===== src/rtl/i2cseq_pkg.sv =====
package i2cseq_pkg;

   typedef enum logic [2:0] {
      OP_START   = 3'd0,
      OP_RESTART = 3'd1,
      OP_STOP    = 3'd2,
      OP_WRITE   = 3'd3,
      OP_READ    = 3'd4
   } bus_op_e;

   typedef enum logic [1:0] {
      XS_IDLE = 2'd0,
      XS_ACK  = 2'd1,
      XS_NAK  = 2'd2
   } xfer_stat_e;

   typedef enum logic [2:0] {
      SQ_IDLE,
      SQ_COND,
      SQ_ADDR,
      SQ_DATA,
      SQ_FILL,
      SQ_STOP,
      SQ_DONE
   } seq_state_e;

   localparam int ADDR_BITS = 7;
   localparam int BYTE_BITS = 8;

endpackage


===== src/rtl/i2cseq_budget.sv =====
module i2cseq_budget #(
   parameter int LEN_W = 8
) (
   input  logic             clk,
   input  logic             rst_n,
   input  logic             load,
   input  logic [LEN_W-1:0] load_val,
   input  logic             dec,
   input  logic [LEN_W-1:0] req_len,
   output logic [LEN_W-1:0] grant,
   output logic             rem_zero,
   output logic             rem_last
);
   localparam logic [LEN_W-1:0] ONE = LEN_W'(1);

   logic [LEN_W-1:0] rem_q;

   if (LEN_W < 2) begin : g_bad_width
      $error("i2cseq_budget: LEN_W must be at least 2");
   end

   always_ff @(posedge clk or negedge rst_n) begin
      if (!rst_n) begin
         rem_q <= '0;
      end else if (load) begin
         rem_q <= load_val;
      end else if (dec && (rem_q != '0)) begin
         rem_q <= rem_q - ONE;
      end
   end

   assign grant    = (req_len > rem_q) ? rem_q : req_len;
   assign rem_zero = (rem_q == '0);
   assign rem_last = (rem_q == ONE);

endmodule


===== src/rtl/i2cseq_status.sv =====
module i2cseq_status
   import i2cseq_pkg::*;
(
   input  logic       clk,
   input  logic       rst_n,
   input  logic       set_ack,
   input  logic       set_nak,
   input  logic       end_in,
   input  logic       cmd_take,
   input  logic       err_evt,
   output logic [1:0] status,
   output logic       is_ack,
   output logic       saved_end,
   output logic       wr_err
);
   xfer_stat_e stat_q;
   logic       end_q;
   logic       err_q;

   always_ff @(posedge clk or negedge rst_n) begin
      if (!rst_n) begin
         stat_q <= XS_IDLE;
         end_q  <= 1'b0;
      end else if (set_ack) begin
         stat_q <= XS_ACK;
         end_q  <= end_in;
      end else if (set_nak) begin
         stat_q <= XS_NAK;
      end
   end

   always_ff @(posedge clk or negedge rst_n) begin
      if (!rst_n) begin
         err_q <= 1'b0;
      end else if (cmd_take) begin
         err_q <= 1'b0;
      end else if (err_evt) begin
         err_q <= 1'b1;
      end
   end

   assign status    = stat_q;
   assign is_ack    = (stat_q == XS_ACK);
   assign saved_end = end_q;
   assign wr_err    = err_q;

endmodule


===== src/rtl/i2cseq_ctrl.sv =====
module i2cseq_ctrl
   import i2cseq_pkg::*;
#(
   parameter int LEN_W = 8
) (
   input  logic                 clk,
   input  logic                 rst_n,
   input  logic                 cmd_valid,
   input  logic                 cmd_begin,
   input  logic                 cmd_end,
   input  logic                 cmd_read,
   input  logic [ADDR_BITS-1:0] cmd_addr,
   input  logic [LEN_W-1:0]     cmd_len,
   input  logic                 chunk_valid,
   input  logic                 chunk_write,
   input  logic [LEN_W-1:0]     chunk_len,
   input  logic [BYTE_BITS-1:0] wr_data,
   input  logic                 eng_ack,
   input  logic                 eng_rx_ack,
   input  logic [BYTE_BITS-1:0] eng_rdata,
   input  logic                 stat_is_ack,
   input  logic                 saved_end,
   input  logic [LEN_W-1:0]     grant,
   input  logic                 rem_zero,
   input  logic                 rem_last,
   output logic                 eng_req,
   output logic [2:0]           eng_op,
   output logic [BYTE_BITS-1:0] eng_wdata,
   output logic                 eng_nack_last,
   output logic                 wr_take,
   output logic                 rd_valid,
   output logic [BYTE_BITS-1:0] rd_data,
   output logic                 done,
   output logic [LEN_W-1:0]     done_count,
   output logic                 busy,
   output logic                 load_rem,
   output logic [LEN_W-1:0]     rem_val,
   output logic                 dec_rem,
   output logic                 set_ack,
   output logic                 set_nak,
   output logic                 end_out,
   output logic                 cmd_take,
   output logic                 err_evt
);
   localparam logic [LEN_W-1:0] ONE = LEN_W'(1);

   seq_state_e           state_q, state_d;
   logic                 begin_q, end_q, read_q, dir_wr_q;
   logic [ADDR_BITS-1:0] addr_q;
   logic [LEN_W-1:0]     len_q, target_q, cnt_q, dcount_q;
   bus_op_e              op_c;
   logic                 req_c, nack_c, cnt_inc, fin, fill_rd, chunk_take;
   logic [LEN_W-1:0]     fin_val;
   logic                 data_hit;

   assign data_hit = (cnt_q == target_q);

   always_comb begin
      state_d    = state_q;
      req_c      = 1'b0;
      op_c       = OP_WRITE;
      eng_wdata  = '0;
      nack_c     = 1'b0;
      load_rem   = 1'b0;
      rem_val    = '0;
      dec_rem    = 1'b0;
      set_ack    = 1'b0;
      set_nak    = 1'b0;
      cmd_take   = 1'b0;
      chunk_take = 1'b0;
      err_evt    = 1'b0;
      cnt_inc    = 1'b0;
      fin        = 1'b0;
      fin_val    = '0;
      fill_rd    = 1'b0;
      unique case (state_q)
         SQ_IDLE: begin
            if (cmd_valid) begin
               cmd_take = 1'b1;
               state_d  = SQ_COND;
            end else if (chunk_valid) begin
               chunk_take = 1'b1;
               state_d    = stat_is_ack ? SQ_DATA : SQ_FILL;
            end
         end
         SQ_COND: begin
            req_c = 1'b1;
            op_c  = begin_q ? OP_START : OP_RESTART;
            if (eng_ack) state_d = SQ_ADDR;
         end
         SQ_ADDR: begin
            req_c     = 1'b1;
            op_c      = OP_WRITE;
            eng_wdata = {addr_q, read_q};
            if (eng_ack) begin
               fin      = 1'b1;
               load_rem = 1'b1;
               if (eng_rx_ack) begin
                  set_ack = 1'b1;
                  rem_val = len_q;
                  state_d = (end_q && (len_q == '0)) ? SQ_STOP : SQ_DONE;
               end else begin
                  set_nak = 1'b1;
                  state_d = SQ_STOP;
               end
            end
         end
         SQ_DATA: begin
            op_c      = dir_wr_q ? OP_WRITE : OP_READ;
            eng_wdata = wr_data;
            if (data_hit) begin
               fin     = 1'b1;
               fin_val = cnt_q;
               state_d = (saved_end && rem_zero) ? SQ_STOP : SQ_DONE;
            end else begin
               req_c  = 1'b1;
               nack_c = !dir_wr_q && rem_last;
               if (eng_ack) begin
                  dec_rem = 1'b1;
                  cnt_inc = 1'b1;
                  err_evt = dir_wr_q && !eng_rx_ack;
               end
            end
         end
         SQ_FILL: begin
            if (dir_wr_q || data_hit) begin
               fin     = 1'b1;
               fin_val = target_q;
               state_d = SQ_DONE;
            end else begin
               fill_rd = 1'b1;
               cnt_inc = 1'b1;
            end
         end
         SQ_STOP: begin
            req_c = 1'b1;
            op_c  = OP_STOP;
            if (eng_ack) state_d = SQ_DONE;
         end
         SQ_DONE: state_d = SQ_IDLE;
         default: state_d = SQ_IDLE;
      endcase
   end

   always_ff @(posedge clk or negedge rst_n) begin
      if (!rst_n) begin
         state_q  <= SQ_IDLE;
         begin_q  <= 1'b0;
         end_q    <= 1'b0;
         read_q   <= 1'b0;
         addr_q   <= '0;
         len_q    <= '0;
         dir_wr_q <= 1'b0;
         target_q <= '0;
         cnt_q    <= '0;
         dcount_q <= '0;
      end else begin
         state_q <= state_d;
         if (cmd_take) begin
            begin_q <= cmd_begin;
            end_q   <= cmd_end;
            read_q  <= cmd_read;
            addr_q  <= cmd_addr;
            len_q   <= cmd_len;
         end
         if (chunk_take) begin
            dir_wr_q <= chunk_write;
            target_q <= stat_is_ack ? grant : chunk_len;
            cnt_q    <= '0;
         end else if (cnt_inc) begin
            cnt_q <= cnt_q + ONE;
         end
         if (fin) dcount_q <= fin_val;
      end
   end

   assign eng_req       = req_c;
   assign eng_op        = op_c;
   assign eng_nack_last = nack_c;
   assign end_out       = end_q;
   assign wr_take       = (state_q == SQ_DATA) && dir_wr_q && eng_ack;
   assign rd_valid      = ((state_q == SQ_DATA) && !dir_wr_q && eng_ack) || fill_rd;
   assign rd_data       = fill_rd ? '0 : eng_rdata;
   assign done          = (state_q == SQ_DONE);
   assign done_count    = dcount_q;
   assign busy          = (state_q != SQ_IDLE);

endmodule


===== src/rtl/i2cseq_top.sv =====
module i2cseq_top
   import i2cseq_pkg::*;
#(
   parameter int LEN_W = 8
) (
   input  logic             clk,
   input  logic             rst_n,
   input  logic             cmd_valid,
   input  logic             cmd_begin,
   input  logic             cmd_end,
   input  logic             cmd_read,
   input  logic [6:0]       cmd_addr,
   input  logic [LEN_W-1:0] cmd_len,
   input  logic             chunk_valid,
   input  logic             chunk_write,
   input  logic [LEN_W-1:0] chunk_len,
   input  logic [7:0]       wr_data,
   output logic             wr_take,
   output logic             rd_valid,
   output logic [7:0]       rd_data,
   output logic             done,
   output logic [LEN_W-1:0] done_count,
   output logic             busy,
   output logic [1:0]       status,
   output logic             wr_err,
   output logic             eng_req,
   output logic [2:0]       eng_op,
   output logic [7:0]       eng_wdata,
   output logic             eng_nack_last,
   input  logic             eng_ack,
   input  logic             eng_rx_ack,
   input  logic [7:0]       eng_rdata
);
   if (LEN_W < 2 || LEN_W > 16) begin : g_bad_len
      $error("i2cseq_top: LEN_W must lie in 2..16");
   end

   logic             stat_is_ack, saved_end, rem_zero, rem_last;
   logic [LEN_W-1:0] grant, rem_val;
   logic             load_rem, dec_rem, set_ack, set_nak, end_out, cmd_take, err_evt;

   i2cseq_ctrl #(.LEN_W(LEN_W)) ctrl_i (
      .clk(clk), .rst_n(rst_n),
      .cmd_valid(cmd_valid), .cmd_begin(cmd_begin), .cmd_end(cmd_end),
      .cmd_read(cmd_read), .cmd_addr(cmd_addr), .cmd_len(cmd_len),
      .chunk_valid(chunk_valid), .chunk_write(chunk_write), .chunk_len(chunk_len),
      .wr_data(wr_data),
      .eng_ack(eng_ack), .eng_rx_ack(eng_rx_ack), .eng_rdata(eng_rdata),
      .stat_is_ack(stat_is_ack), .saved_end(saved_end),
      .grant(grant), .rem_zero(rem_zero), .rem_last(rem_last),
      .eng_req(eng_req), .eng_op(eng_op), .eng_wdata(eng_wdata),
      .eng_nack_last(eng_nack_last),
      .wr_take(wr_take), .rd_valid(rd_valid), .rd_data(rd_data),
      .done(done), .done_count(done_count), .busy(busy),
      .load_rem(load_rem), .rem_val(rem_val), .dec_rem(dec_rem),
      .set_ack(set_ack), .set_nak(set_nak), .end_out(end_out),
      .cmd_take(cmd_take), .err_evt(err_evt)
   );

   i2cseq_budget #(.LEN_W(LEN_W)) budget_i (
      .clk(clk), .rst_n(rst_n),
      .load(load_rem), .load_val(rem_val), .dec(dec_rem),
      .req_len(chunk_len), .grant(grant),
      .rem_zero(rem_zero), .rem_last(rem_last)
   );

   i2cseq_status status_i (
      .clk(clk), .rst_n(rst_n),
      .set_ack(set_ack), .set_nak(set_nak), .end_in(end_out),
      .cmd_take(cmd_take), .err_evt(err_evt),
      .status(status), .is_ack(stat_is_ack),
      .saved_end(saved_end), .wr_err(wr_err)
   );

endmodule


===== config.mk =====
export PLATFORM = sky130hd
export DESIGN_NAME = i2cseq_top
export DESIGN_NICKNAME = d
export VERILOG_FILES = /design/src/rtl/i2cseq_pkg.sv /design/src/rtl/i2cseq_budget.sv /design/src/rtl/i2cseq_status.sv /design/src/rtl/i2cseq_ctrl.sv /design/src/rtl/i2cseq_top.sv
export SDC_FILE = /design/constraint.sdc
export NUM_CORES = 1
export LEC_CHECK = 0
export CORE_MARGIN = 1
export CORE_UTILIZATION = 50
export CTS_CLUSTER_SIZE = 40
export DETAILED_ROUTE_END_ITERATION = 10
export GPL_ROUTABILITY_DRIVEN = 0
export PLACE_DENSITY = 0.8
export SLEW_MARGIN = 10
export SYNTH_ARGS = -nofsm -noshare
export SYNTH_HDL_FRONTEND = slang
export SYNTH_HIERARCHICAL = 1
export SYNTH_SLANG_ARGS = --single-unit
export TNS_END_PERCENT = 50

===== constraint.sdc =====
create_clock -name clk -period 3.8 [get_ports clk]
set_input_delay 0.38 -clock clk [delete_from_list [all_inputs] [get_ports clk]]
set_output_delay 0.38 -clock clk [all_outputs]
set_load 0.03 [all_outputs]

==> run_summary.xml <==
<?xml version="1.0" encoding="UTF-8"?>
<metrics>
  <group name="status">
    <metric name="outcome" unit="">completed</metric>
  </group>
  <group name="clock_tree">
    <metric name="post-cts-setup-buffers" unit="">0</metric>
    <metric name="tritoncts" unit="">built</metric>
    <metric name="numCtsBuffers" unit="">9</metric>
    <metric name="postCtsResizedCells" unit="">0</metric>
    <metric name="clockBufferDepth" unit="">2</metric>
    <metric name="clock_latency" unit="ns">0.34</metric>
    <metric name="clkSlewWorstSetupHoldPaths" unit="ns">0.07</metric>
    <metric name="cts-hold-fix-buffers" unit="">0</metric>
    <metric name="clock_tree.root_cell" unit="">sky130_fd_sc_hd__clkbuf_8</metric>
    <metric name="tritoncts_num_sinks" unit="">58</metric>
    <metric name="clock_tree.htree_level_count" unit="">3</metric>
  </group>
  <group name="yosys">
    <metric name="netlist_top_cells_area" unit="">sky130_fd_sc_hd__dfrtp_1 (41%), sky130_fd_sc_hd__mux2_2 (9.8%), sky130_fd_sc_hd__and2_1 (4.9%), sky130_fd_sc_hd__ha_1 (4.9%), sky130_fd_sc_hd__mux2i_1 (3.6%)</metric>
    <metric name="postSynthNetCount" unit="">424</metric>
    <metric name="post-synth-top-area-cell" unit="">sky130_fd_sc_hd__dfrtp_1</metric>
    <metric name="synth_top_family_by_area" unit="">simple AND/OR/NAND/NOR gates</metric>
    <metric name="synth_top_area_share" unit="%">40.63</metric>
    <metric name="syn-cell-area" unit="mm2">0.003572</metric>
    <metric name="async_reset_ff_share" unit="%">100.0</metric>
    <metric name="synth-compound-area-share" unit="%">13.45</metric>
    <metric name="ys_seq_area_share" unit="%">40.63</metric>
    <metric name="ys.warnings.count" unit="">6</metric>
    <metric name="syn_area_per_cell" unit="um2">9.895</metric>
    <metric name="yosys.area_share.xor_xnor" unit="%">2.697</metric>
    <metric name="netlist_instances" unit="">361</metric>
    <metric name="synth-main-ff-cell" unit="">sky130_fd_sc_hd__dfrtp_1</metric>
    <metric name="synthSimpleGateAreaFrac" unit="%">20.39</metric>
    <metric name="synth-seq-cells" unit="">58</metric>
    <metric name="synth_cell_type_count" unit="">55</metric>
    <metric name="post_synth_edffs" unit="">0</metric>
    <metric name="synth_adder_area_share" unit="%">4.904</metric>
    <metric name="synth.mux.area_fraction" unit="%">14.15</metric>
  </group>
  <group name="finish">
    <metric name="most_common_cell_after_layout_fill_and_taps_aside" unit="">sky130_fd_sc_hd__clkdlybuf4s50_1</metric>
    <metric name="postLayoutCellArea" unit="mm2">0.004683</metric>
    <metric name="mostFrequentLayoutCells" unit="">sky130_fd_sc_hd__clkdlybuf4s50_1 (83), sky130_fd_sc_hd__dfrtp_1 (58), sky130_fd_sc_hd__mux2_2 (31)</metric>
    <metric name="layout-drive-gt1-share" unit="%">13.68</metric>
    <metric name="area.growth.synth_to_final" unit="%">31.10</metric>
    <metric name="finalNetCount" unit="">504</metric>
    <metric name="ant_diodes" unit="">0</metric>
  </group>
  <group name="worst_setup_path">
    <metric name="start_kind" unit="">register</metric>
    <metric name="critical-path-max-stage-delay" unit="ns">0.67</metric>
    <metric name="crit_type" unit="">register to primary output</metric>
    <metric name="cp_data_arrival_time" unit="ns">2.73</metric>
    <metric name="buffers_and_inverters_on_the_worst_path" unit="">1</metric>
    <metric name="crit_chain" unit="">xnor2_1, nand4_1, nor2_1, or3_1, and2_1, clkdlybuf4s50_1</metric>
    <metric name="critical_path.endpoint_type" unit="">primary output</metric>
    <metric name="worst-r2r-setup-slack" unit="ns">1.41</metric>
    <metric name="reg2reg_from" unit="">budget_i/rem_q[2]</metric>
    <metric name="path_delay_family" unit="">simple AND/OR/NAND/NOR gates</metric>
    <metric name="cp_max_fo" unit="">9</metric>
    <metric name="worstPathRequired" unit="ns">3.42</metric>
    <metric name="crit_path_start" unit="">ctrl_i/cnt_q[1]</metric>
    <metric name="timing.rr.end" unit="">ctrl_i/state_q[1]</metric>
    <metric name="cpMaxStageDelayCell" unit="">sky130_fd_sc_hd__clkdlybuf4s50_1</metric>
    <metric name="r2r.worst_path.cells" unit="">6</metric>
  </group>
  <group name="global_routing">
    <metric name="grt_start_max_net_pins" unit="">35</metric>
    <metric name="number_of_global_route_vias_before_repair" unit="">3033</metric>
    <metric name="grt_use_met3" unit="%">7.333</metric>
    <metric name="gr-total-overflow" unit="">0</metric>
    <metric name="busiest_layer" unit="">met2</metric>
    <metric name="globalRouteMet2Util" unit="%">41.34</metric>
    <metric name="wire_length_of_the_first_global_routing_pass" unit="um">14460</metric>
    <metric name="use_met1" unit="%">31.69</metric>
    <metric name="global_route.usage.total" unit="%">24.97</metric>
    <metric name="antenna_violations_before_repair" unit="">0</metric>
  </group>
  <group name="timing">
    <metric name="finalClockSkew" unit="ns">0.008895</metric>
    <metric name="drv_slew" unit="">0</metric>
    <metric name="fmax" unit="GHz">0.3216</metric>
    <metric name="rsz0062_at_grt" unit="">false</metric>
    <metric name="final_period_minus_worst_setup_slack" unit="ns">3.109</metric>
    <metric name="max_slew.worst_pin.slew" unit="ns">1.288</metric>
    <metric name="slew_headroom" unit="%">13.98</metric>
    <metric name="setup-tns-final" unit="ns">0</metric>
    <metric name="hold_viol" unit="">0</metric>
    <metric name="fin_crit_sh" unit="%">81.82</metric>
    <metric name="finalSetupViolCount" unit="">0</metric>
  </group>
  <group name="die">
    <metric name="die_width" unit="um">86.53</metric>
    <metric name="die_y" unit="um">86.53</metric>
    <metric name="boundaryPins" unit="">85</metric>
    <metric name="fp.dieArea" unit="mm2">0.007487</metric>
    <metric name="core" unit="mm2">0.006832</metric>
    <metric name="start_util" unit="%">52.29</metric>
    <metric name="fp-row-count" unit="">30</metric>
  </group>
  <group name="routing">
    <metric name="postRouteWirelength" unit="um">8562</metric>
    <metric name="drt-pass1-iter-count" unit="">5</metric>
    <metric name="drt_drc_violations_left" unit="">0</metric>
    <metric name="initialDrtViolationCount" unit="">183</metric>
    <metric name="detail_route.wl_per_cell" unit="um">15.80</metric>
    <metric name="antenna_violating_nets_post_route" unit="">0</metric>
    <metric name="via_cell_ratio" unit="">5.494</metric>
    <metric name="vias" unit="">2978</metric>
  </group>
  <group name="flow_run">
    <metric name="timing.max_cap.violations" unit="">0</metric>
  </group>
  <group name="hold_path">
    <metric name="min-delay-path-class" unit="">input pin to asynchronous set/reset pin</metric>
  </group>
  <group name="pwr">
    <metric name="ir_worst_vdd" unit="mV">0.3968</metric>
    <metric name="power.leakage" unit="nW">1.908</metric>
    <metric name="design_power_total" unit="mW">3.500</metric>
    <metric name="power_per_cell_area" unit="mW/mm2">747.4</metric>
  </group>
  <group name="placed_design">
    <metric name="buffer_ports.inserted" unit="">84</metric>
    <metric name="dp_hpwl" unit="um">6267</metric>
    <metric name="placed_area" unit="mm2">0.004464</metric>
  </group>
</metrics>
-- registers in the layout (all words and copies together) (netlist names) --
signal              flops
ctrl_i/dir_wr_q         1
status_i/saved_end      1
ctrl_i/begin_q          1
ctrl_i/len_q            8
ctrl_i/target_q         8
ctrl_i/read_q           1
status_i/wr_err         1
ctrl_i/state_q          3
budget_i/rem_q          8
ctrl_i/addr_q           7
ctrl_i/done_count       8
ctrl_i/cnt_q            8
ctrl_i/end_out          1
status_i/status         2
-- logic make-up after synthesis --
group,Yosys count
AO/OA/AOI/OAI,70
XOR/XNOR,11
adder cells (fa/ha/maj),14
buffers and inverters,32
flip-flops,58
multiplexers,46
AND/OR/NAND/NOR,130
-- routing by layer --
metal  up-vias  wire length, um
li1       1456                -
met1      1416             3677
met2        97             4222
met3         9              580
met4         0               82
met5         -                0
-- worst max-delay path by stage --
stage	slack, ns	cells after the start	endpoint
2_1_floorplan	1.67	6	ctrl_i/state_q[1]
3_3_place_gp	1.07	5	eng_nack_last
3_5_place_dp	1.03	5	eng_nack_last
4_1_cts	0.65	5	eng_nack_last
5_1_grt	0.53	6	rd_data[5]
6_report	0.69	6	rd_data[3]
-- worst register-to-register path: stages, from the launching register on --
cell and delay (ns):
sky130_fd_sc_hd__dfrtp_1 0.46, sky130_fd_sc_hd__or4_4 0.59, sky130_fd_sc_hd__nor4b_4 0.41, sky130_fd_sc_hd__nand3_1 0.13, sky130_fd_sc_hd__a221oi_1 0.28, sky130_fd_sc_hd__o22ai_1 0.12
sky130_fd_sc_hd__mux2_2 0.29
-- layout make-up --
class / count / area [um2]
clock buffer: 11 / 141.4
inverter: 15 / 56.30
multi-input combinational: 271 / 1986
timing repair buffer: 86 / 850.8
fill: 560 / 2148
sequential: 58 / 1451
clock inverter: 5 / 77.57
tap: 96 / 120.1
-- power breakdown --
| part | total [mW] | switching (mW) | leakage (nW) | internal [mW] |
|---|---|---|---|---|
| combinational | 1.69 | 0.874 | 1.06 | 0.818 |
| sequential | 1.16 | 0.296 | 0.737 | 0.869 |
| clock | 0.644 | 0.259 | 0.109 | 0.385 |
| total | 3.50 | 1.43 | 1.91 | 2.07 |
-- synthesized netlist by cell type (2+ instances only) --
cell	n
sky130_fd_sc_hd__dfrtp_1	58
sky130_fd_sc_hd__mux2_2	31
sky130_fd_sc_hd__and2_1	28
sky130_fd_sc_hd__nand2_1	28
sky130_fd_sc_hd__o21ai_0	21
sky130_fd_sc_hd__inv_1	15
sky130_fd_sc_hd__ha_1	14
sky130_fd_sc_hd__nor2_1	14
sky130_fd_sc_hd__mux2i_1	13
sky130_fd_sc_hd__nor3_1	12
sky130_fd_sc_hd__nor2b_1	11
sky130_fd_sc_hd__xnor2_1	11
sky130_fd_sc_hd__a21oi_1	10
sky130_fd_sc_hd__clkbuf_1	10
sky130_fd_sc_hd__nand3_1	9
sky130_fd_sc_hd__a221o_1	8
sky130_fd_sc_hd__a22oi_1	8
sky130_fd_sc_hd__buf_2	6
sky130_fd_sc_hd__nand4_1	5
sky130_fd_sc_hd__and3_1	4
sky130_fd_sc_hd__o31ai_1	4
sky130_fd_sc_hd__or3_1	4
sky130_fd_sc_hd__nand2b_1	2
sky130_fd_sc_hd__o211ai_1	2
sky130_fd_sc_hd__o21ai_1	2
sky130_fd_sc_hd__o21ai_2	2
-- through the flow --
step / cells / hold slack [ns] / util, % / setup WS, ns
after global routing: 542 / 0.1782 / 68.55 / 0.5252
after detailed placement: 526 / 0.5004 / 65.35 / 1.031
after CTS: 542 / 0.1350 / 68.55 / 0.6498
after floorplan: 361 / 0.08441 / - / 1.673
final: 542 / 0.1216 / 68.55 / 0.6908
after global placement: 526 / 0.4895 / 65.35 / 1.069
No activity file was read; power rests on OpenSTA's default activity.
